--- src/rtl/dcsa4221_pkg.sv ---
package dcsa4221_pkg;

  localparam int DIG_W = 4;

  typedef logic [DIG_W-1:0] digit_t;

  // value of a 4-2-2-1 weighted digit
  function automatic logic [3:0] val4221(digit_t d);
    logic [3:0] v;
    v = {1'b0, d[3], 2'b00} + {2'b00, d[2], 1'b0} + {2'b00, d[1], 1'b0} + {3'b000, d[0]};
    return v;
  endfunction

  // value of a 5-2-1-1 weighted digit
  function automatic logic [3:0] val5211(digit_t w);
    logic [3:0] v;
    v = (w[3] ? 4'd5 : 4'd0) + {2'b00, w[2], 1'b0} + {3'b000, w[1]} + {3'b000, w[0]};
    return v;
  endfunction

  // recode any 4221 pattern into a 5211 digit of equal value
  function automatic digit_t to5211(digit_t h);
    logic [3:0] v;
    logic [3:0] r;
    logic       hi;
    logic [2:0] lo;
    v  = val4221(h);
    hi = (v >= 4'd5);
    r  = hi ? (v - 4'd5) : v;
    case (r)
      4'd0:    lo = 3'b000;
      4'd1:    lo = 3'b001;
      4'd2:    lo = 3'b100;
      4'd3:    lo = 3'b101;
      default: lo = 3'b111;
    endcase
    return {hi, lo};
  endfunction

endpackage

--- src/rtl/dcsa_fa_col.sv ---
module dcsa_fa_col (
  input  logic a_i,
  input  logic b_i,
  input  logic c_i,
  output logic s_o,
  output logic h_o
);
  logic ab_x;
  assign ab_x = a_i ^ b_i;
  assign s_o  = ab_x ^ c_i;
  // carry kept shallow: the recoder sits after it
  assign h_o  = (a_i & b_i) | (c_i & ab_x);
endmodule

--- src/rtl/dcsa_digit_csa.sv ---
module dcsa_digit_csa
  import dcsa4221_pkg::*;
(
  input  digit_t a_i,
  input  digit_t b_i,
  input  digit_t c_i,
  output digit_t s_o,
  output digit_t h_o
);
  for (genvar k = 0; k < DIG_W; k++) begin : g_col
    dcsa_fa_col u_fa (
      .a_i(a_i[k]),
      .b_i(b_i[k]),
      .c_i(c_i[k]),
      .s_o(s_o[k]),
      .h_o(h_o[k])
    );
  end
endmodule

--- src/rtl/dcsa_recode_5211.sv ---
module dcsa_recode_5211
  import dcsa4221_pkg::*;
(
  input  digit_t h_i,
  output digit_t w_o
);
  assign w_o = to5211(h_i);
endmodule

--- src/rtl/dcsa_dbl_shift.sv ---
module dcsa_dbl_shift
  import dcsa4221_pkg::*;
(
  input  digit_t w_i,
  input  logic   cin_i,
  output digit_t d_o,
  output logic   cout_o
);
  // weight 5 doubles to ten and leaves; 2,1,1 double to 4,2,2
  assign d_o    = {w_i[2:0], cin_i};
  assign cout_o = w_i[3];
endmodule

--- src/rtl/dcsa4221_adder.sv ---
module dcsa4221_adder
  import dcsa4221_pkg::*;
#(
  parameter int DIGITS = 4
) (
  input  logic [4*DIGITS-1:0] in_a,
  input  logic [4*DIGITS-1:0] in_b,
  input  logic [4*DIGITS-1:0] in_c,
  output logic [4*DIGITS-1:0] sum_o,
  output logic [4*DIGITS+3:0] dbl_o
);
  localparam int VEC_W = DIG_W * DIGITS;
  localparam int DBL_W = VEC_W + DIG_W;

  logic [VEC_W-1:0] h_dig;
  logic [DIGITS:0]  dig_carry;

  assign dig_carry[0] = 1'b0;

  for (genvar g = 0; g < DIGITS; g++) begin : g_dig
    digit_t w5211;

    dcsa_digit_csa u_csa (
      .a_i(in_a[DIG_W*g +: DIG_W]),
      .b_i(in_b[DIG_W*g +: DIG_W]),
      .c_i(in_c[DIG_W*g +: DIG_W]),
      .s_o(sum_o[DIG_W*g +: DIG_W]),
      .h_o(h_dig[DIG_W*g +: DIG_W])
    );

    dcsa_recode_5211 u_rec (
      .h_i(h_dig[DIG_W*g +: DIG_W]),
      .w_o(w5211)
    );

    dcsa_dbl_shift u_sh (
      .w_i   (w5211),
      .cin_i (dig_carry[g]),
      .d_o   (dbl_o[DIG_W*g +: DIG_W]),
      .cout_o(dig_carry[g+1])
    );
  end

  assign dbl_o[DBL_W-1 -: DIG_W] = {3'b000, dig_carry[DIGITS]};

endmodule

--- config.mk ---
export PLATFORM = sky130hd
export DESIGN_NAME = dcsa4221_adder
export DESIGN_NICKNAME = d
export VERILOG_FILES = /design/src/rtl/dcsa4221_pkg.sv /design/src/rtl/dcsa_fa_col.sv /design/src/rtl/dcsa_digit_csa.sv /design/src/rtl/dcsa_recode_5211.sv /design/src/rtl/dcsa_dbl_shift.sv /design/src/rtl/dcsa4221_adder.sv
export SDC_FILE = /design/constraint.sdc
export NUM_CORES = 1
export LEC_CHECK = 0
export ABC_CLOCK_PERIOD_IN_PS = 4400
export BUFFER_PORTS_ARGS = -buffer_cell sky130_fd_sc_hd__buf_2
export CAP_MARGIN = 30
export CORE_MARGIN = 2
export CORE_UTILIZATION = 49
export DETAILED_ROUTE_END_ITERATION = 10
export GPL_ROUTABILITY_DRIVEN = 0
export PLACE_DENSITY = 0.91
export SLEW_MARGIN = 5
export SYNTH_ARGS = -nofsm -noshare
export SYNTH_HDL_FRONTEND = slang
export SYNTH_SLANG_ARGS = --single-unit
--- constraint.sdc ---
create_clock -name vclk -period 4.4
set_input_delay 0 -clock vclk [all_inputs]
set_output_delay 0 -clock vclk [all_outputs]
set_load 0.02 [all_outputs]
# Word-level counts from Yosys, hierarchy flattened
# Index checks and enable logic that the tools add are counted.
# op_classes
n_addsub,16
multipliers,0
n_div,0
order_cmp,4
n_eq_ne,12
shift,0
mux,8
n_bitwise,80
reduce_logical,4
# op_table
op,count
$pmux 3 s4,4
$and 1x1->1,32
$eq 4x2->1 const B,8
$xor 1x1->1,32
$add 3x2->4,4
$add 4x1->4,4
$add 4x2->4,4
$eq 4x1->1 const B,4
$ge 4x3->1 const B,4
$logic_not 4->1,4
$mux 4,4
$or 1x1->1,16
$sub 4x3->4 const B,4
# word_totals
reg_bits,0
latchBits,0
mem_bits_rw,0
romBits,0
output_inout_bits,36
word_cells,124
memories,0

# Longest topological paths before layout
# logic_depth
ltp_word,10
ltp_mapped,13

# Hierarchy
# Synthesis repeated with hierarchy kept, for this count alone.
# unflattened
cells_unflattened,148
area_unflattened_um2,1317.5
# by_module_without_submodules
mod,n_inst,cells_each,area_per_inst_um2,seq_area_each_um2
dcsa_recode_5211 (g_dig[0].u_rec ...),3,27,202.7,0.0
dcsa_fa_col,16,1,20.0,0.0
dcsa_recode_5211 (g_dig[1].u_rec),1,26,205.2,0.0
dcsa_dbl_shift,4,5,37.5,0.0
dcsa4221_adder,1,5,33.8,0.0

# Least setup slack after synthesis
# No wires, ideal clock.
# synth_path
kind,input -> output
startpoint,input in_a[1]
endpoint,output dbl_o[3]
arrival_ps,2330
slack_ps,2070
path_stages,12
n_path_buf,0
path_cell_list,inv_1 > fa_1 > inv_1 > ha_1 > inv_1 > ha_1 > inv_1 > fa_1 > a21oi_1 > a21oi_1 > and3b_1 > o21ai_0
# synth_between
elab_chain_len,9
word_cells_on_any_way,14
classes_between,add/sub: 3; order compare: 1; eq/ne: 3; mux: 2; bitwise: 4; reduce/logical: 1
# synth_rtl
element,line,rtl
"start, declared",dcsa4221_adder.sv:6,"input logic [4*DIGITS-1:0] in_a,"
$xor 1x1->1,dcsa_fa_col.sv:9,assign ab_x = a_i ^ b_i;
$and 1x1->1,dcsa_fa_col.sv:12,assign h_o = (a_i & b_i) | (c_i & ab_x);
$or 1x1->1 *,dcsa_fa_col.sv:12,
$add 4x2->4 *,dcsa4221_pkg.sv:10,"v = {1'b0, d[3], 2'b00} + {2'b00, d[2], 1'b0} + {2'b00, d[1], 1'b0} + {3'b000, d[0]};"
$add 4x1->4 *,dcsa4221_pkg.sv:10,
$sub 4x3->4 / $ge 4x3->1 (equally long branches),"dcsa4221_pkg.sv:29, dcsa4221_pkg.sv:28",
$mux 4 *,dcsa4221_pkg.sv:29,r = hi ? (v - 4'd5) : v;
$eq 4x2->1 (tied with other cells),dcsa4221_pkg.sv:30,case (r)
$pmux 3 s4 *,dcsa4221_pkg.sv:30,
"end, declared",dcsa4221_adder.sv:10,output logic [4*DIGITS+3:0] dbl_o
# Every way passes the cells marked *; elsewhere a longest branch is shown, timed or not.

# Final worst setup path
# layout_path
startpoint,input in_a[6]
endpoint,output dbl_o[7]
# layout_between
elab_chain_len,10
word_cells_on_any_way,15
classes_between,add/sub: 4; order compare: 1; eq/ne: 3; mux: 2; bitwise: 4; reduce/logical: 1
# layout_rtl
element,line
$xor 1x1->1,dcsa_fa_col.sv:9
$and 1x1->1,dcsa_fa_col.sv:12
$or 1x1->1 *,dcsa_fa_col.sv:12
$add 3x2->4 *,dcsa4221_pkg.sv:10
$add 4x2->4 *,dcsa4221_pkg.sv:10
$add 4x1->4 *,dcsa4221_pkg.sv:10
$sub 4x3->4 / $ge 4x3->1 (equally long branches),"dcsa4221_pkg.sv:29, dcsa4221_pkg.sv:28"
$mux 4 *,dcsa4221_pkg.sv:29
$eq 4x2->1 (tied with other cells),dcsa4221_pkg.sv:30
$pmux 3 s4 *,dcsa4221_pkg.sv:30
# Marks and branches as above.

==> results_dict.tcl <==
set metrics [dict create \
    hpwl_mm 2.414 \
    viasPerCell 4.590 \
    die_h_um 55.66 \
    synth.area.top_cells "fa_1 31%, inv_1 16%, buf_4 14%, ha_1 12%, xnor2_1 3.3%" \
    holdBufCountCts 0 \
    synthSimpleGateAreaFrac 0.1196 \
    synth_top_family_by_area "adder cells" \
    synth.top_cell.area_share 0.3062 \
    slew_violations 0 \
    slowest_delay_ns 0.49 \
    hold_path_end "sum_o[2]" \
    grt_usage 0.1675 \
    wire_per_inst_um 9.922 \
    die_width_um 55.66 \
    route.vias.total 1175 \
    final_cells 256 \
    tns_ns 0 \
    crit_required_ns 4.40 \
    initial_core_util 0.5230 \
    dp_cells 256 \
    synth-xor-area-share 0.03349 \
    drt_pass1_iterations 4 \
    leakage_nw 0.9442 \
    area_delta_synth_final_pct 20.57 \
    synth_area_per_cell_um2 7.829 \
    max-cap-violations 0 \
    path_cells "buf_2 -> fa_1 -> ha_1 -> inv_1 -> ha_1 -> inv_1 -> fa_1 -> nand3_1 -> a211oi_2 -> a211o_2 -> o221ai_2 -> buf_2" \
    postCtsSetupBuffers 0 \
    antenna_cells 0 \
    yosysMostFrequentCell "inv_1" \
    yosysWarningCount 0 \
    cts_resized 0 \
    nClkBuffers 0 \
    row_count 18 \
    crit_type "input port to output port" \
    p_sw_frac 0.5983 \
    portBuffers 80 \
    antenna_found_initial 0 \
    grt_max_degree 6 \
    min_path_cells 3 \
    grt_pass1_wl_mm 4.422 \
    startpoint_type "input port" \
    coreArea_um2 2500 \
    yosysSeqAreaShare 0 \
    peakVddDrop_mv 0.1640 \
    synth_common_cells "55 x inv_1, 24 x buf_4, 20 x fa_1" \
    cpMaxStageDelayCell "fa_1" \
    yosys.area_share.adder 0.4306 \
    wl_mm 2.540 \
    nNetsFinal 309 \
    hold_path_class "input port to output port" \
    power_density_nw_per_um2 210.2 \
    rsz0062_at_grt "false" \
    outcome "finished, final reports clean" \
    period_share 0.5625 \
    p_comb_frac 1.000 \
    critPathArrivalTime_ns 2.47 \
    final_cell_area_um2 1577 \
    seqPwrFrac 0 \
    pwr-share-clk 0 \
    min_from "in_c[2]" \
    seq_area_um2 0 \
    ant_nets 0 \
    dr.first_iter.drc_count 15 \
    drcViolationCount 0 \
    yosysTopAreaCell "fa_1" \
    hold_viol_final 0 \
    place_area_um2 1577 \
    drive_above_1_share 0.3761 \
    syn_area_um2 1308 \
    clock.fmax_mhz 404.1 \
    seq_cell_count 0 \
    setup_violations 0 \
    ys_types 29 \
    fin_crit_ns 2.475 \
    grt_pass1_vias 1125 \
    syn_inst 167 \
    p_int_uw 133.1 \
    place_ws_ns 1.905 \
    total_power_uw 331.3 \
    p_sw_uw 198.2 \
    ios 84 \
    critPathMaxFanout 5 \
    critPathCaptureType "output port" \
    overflow 0 \
    synth_mux_area_frac 0.008612 \
    worst_slack_ns 1.925 \
    dieArea_um2 3097 \
    synth-compound-area-share 0.1091 \
]
-- through the flow --
step,hold WS [ns],utilization
finish,0.3770,0.6306
detailed placement,0.3795,0.6306
CTS,0.3795,0.6306
global placement,0.3739,0.6306
floorplan,0.2600,-
global route,0.3922,0.6306
-- metal layers --
| metal | GRT usage | wire length [um] |
|---|---|---|
| met3 | 0.006977 | 144 |
| met2 | 0.3724 | 1520 |
| met4 | 0 | 0 |
| met5 | 0 | 0 |
| met1 | 0.1762 | 875 |
-- layout make-up --
cell class	count	area, um^2
Multi-Input combinational cell	91	932.1
Timing Repair Buffer	80	400.4
Fill cell	243	923.4
Tap cell	30	37.54
Inverter	55	206.4
-- worst max-delay path, delay by kind of cell --
kind,cells,cell delay (ns)
AOI/OAI and AO/OA,3,0.46
and+or+nand+nor,1,0.13
buffers and inverters,4,0.45
adders and majority gates,4,1.43
-- cell usage in the layout, fill, tap and decap left out, drive strengths merged --
cell type / count
a211o: 2
a211oi: 2
a21o: 1
a21oi: 7
a311o: 1
and3b: 1
buf: 80
conb: 4
fa: 20
ha: 13
inv: 55
mux2: 1
nand2: 6
nand2b: 2
nand3: 2
nand3b: 3
nand4b: 1
nor2: 4
nor2b: 1
nor3: 5
nor3b: 1
o21ai: 4
o221ai: 2
o22ai: 1
or3b: 2
xnor2: 5
-- worst max-delay path by stage --
stage	startpoint	endpoint	slack, ns	cells past startpoint
after floorplan	in_a[1]	dbl_o[3]	2.07	12
after global placement	in_a[6]	dbl_o[7]	1.99	12
after detailed placement	in_a[6]	dbl_o[7]	1.91	12
after CTS	in_a[6]	dbl_o[7]	1.90	12
after global routing	in_a[1]	dbl_o[3]	1.76	15
final	in_a[6]	dbl_o[7]	1.93	12
-- power groups by stage --
stage	combinational (mW)	sequential [mW]	clock [mW]
CTS	0.335	0	0
finish	0.331	0	0
floorplan	0.274	0	0
global route	0.371	0	0
detailed placement	0.334	0	0
global placement	0.322	0	0
-- cell families after synthesis --
family,count (synthesis)
AOI/OAI and AO/OA,20
xor gates and xnor gates,5
adders and majority gates,33
buffers and inverters,79
muxes,1
other,1
and+or+nand+nor,28
Note: power is estimated with default switching activity, not from simulation.
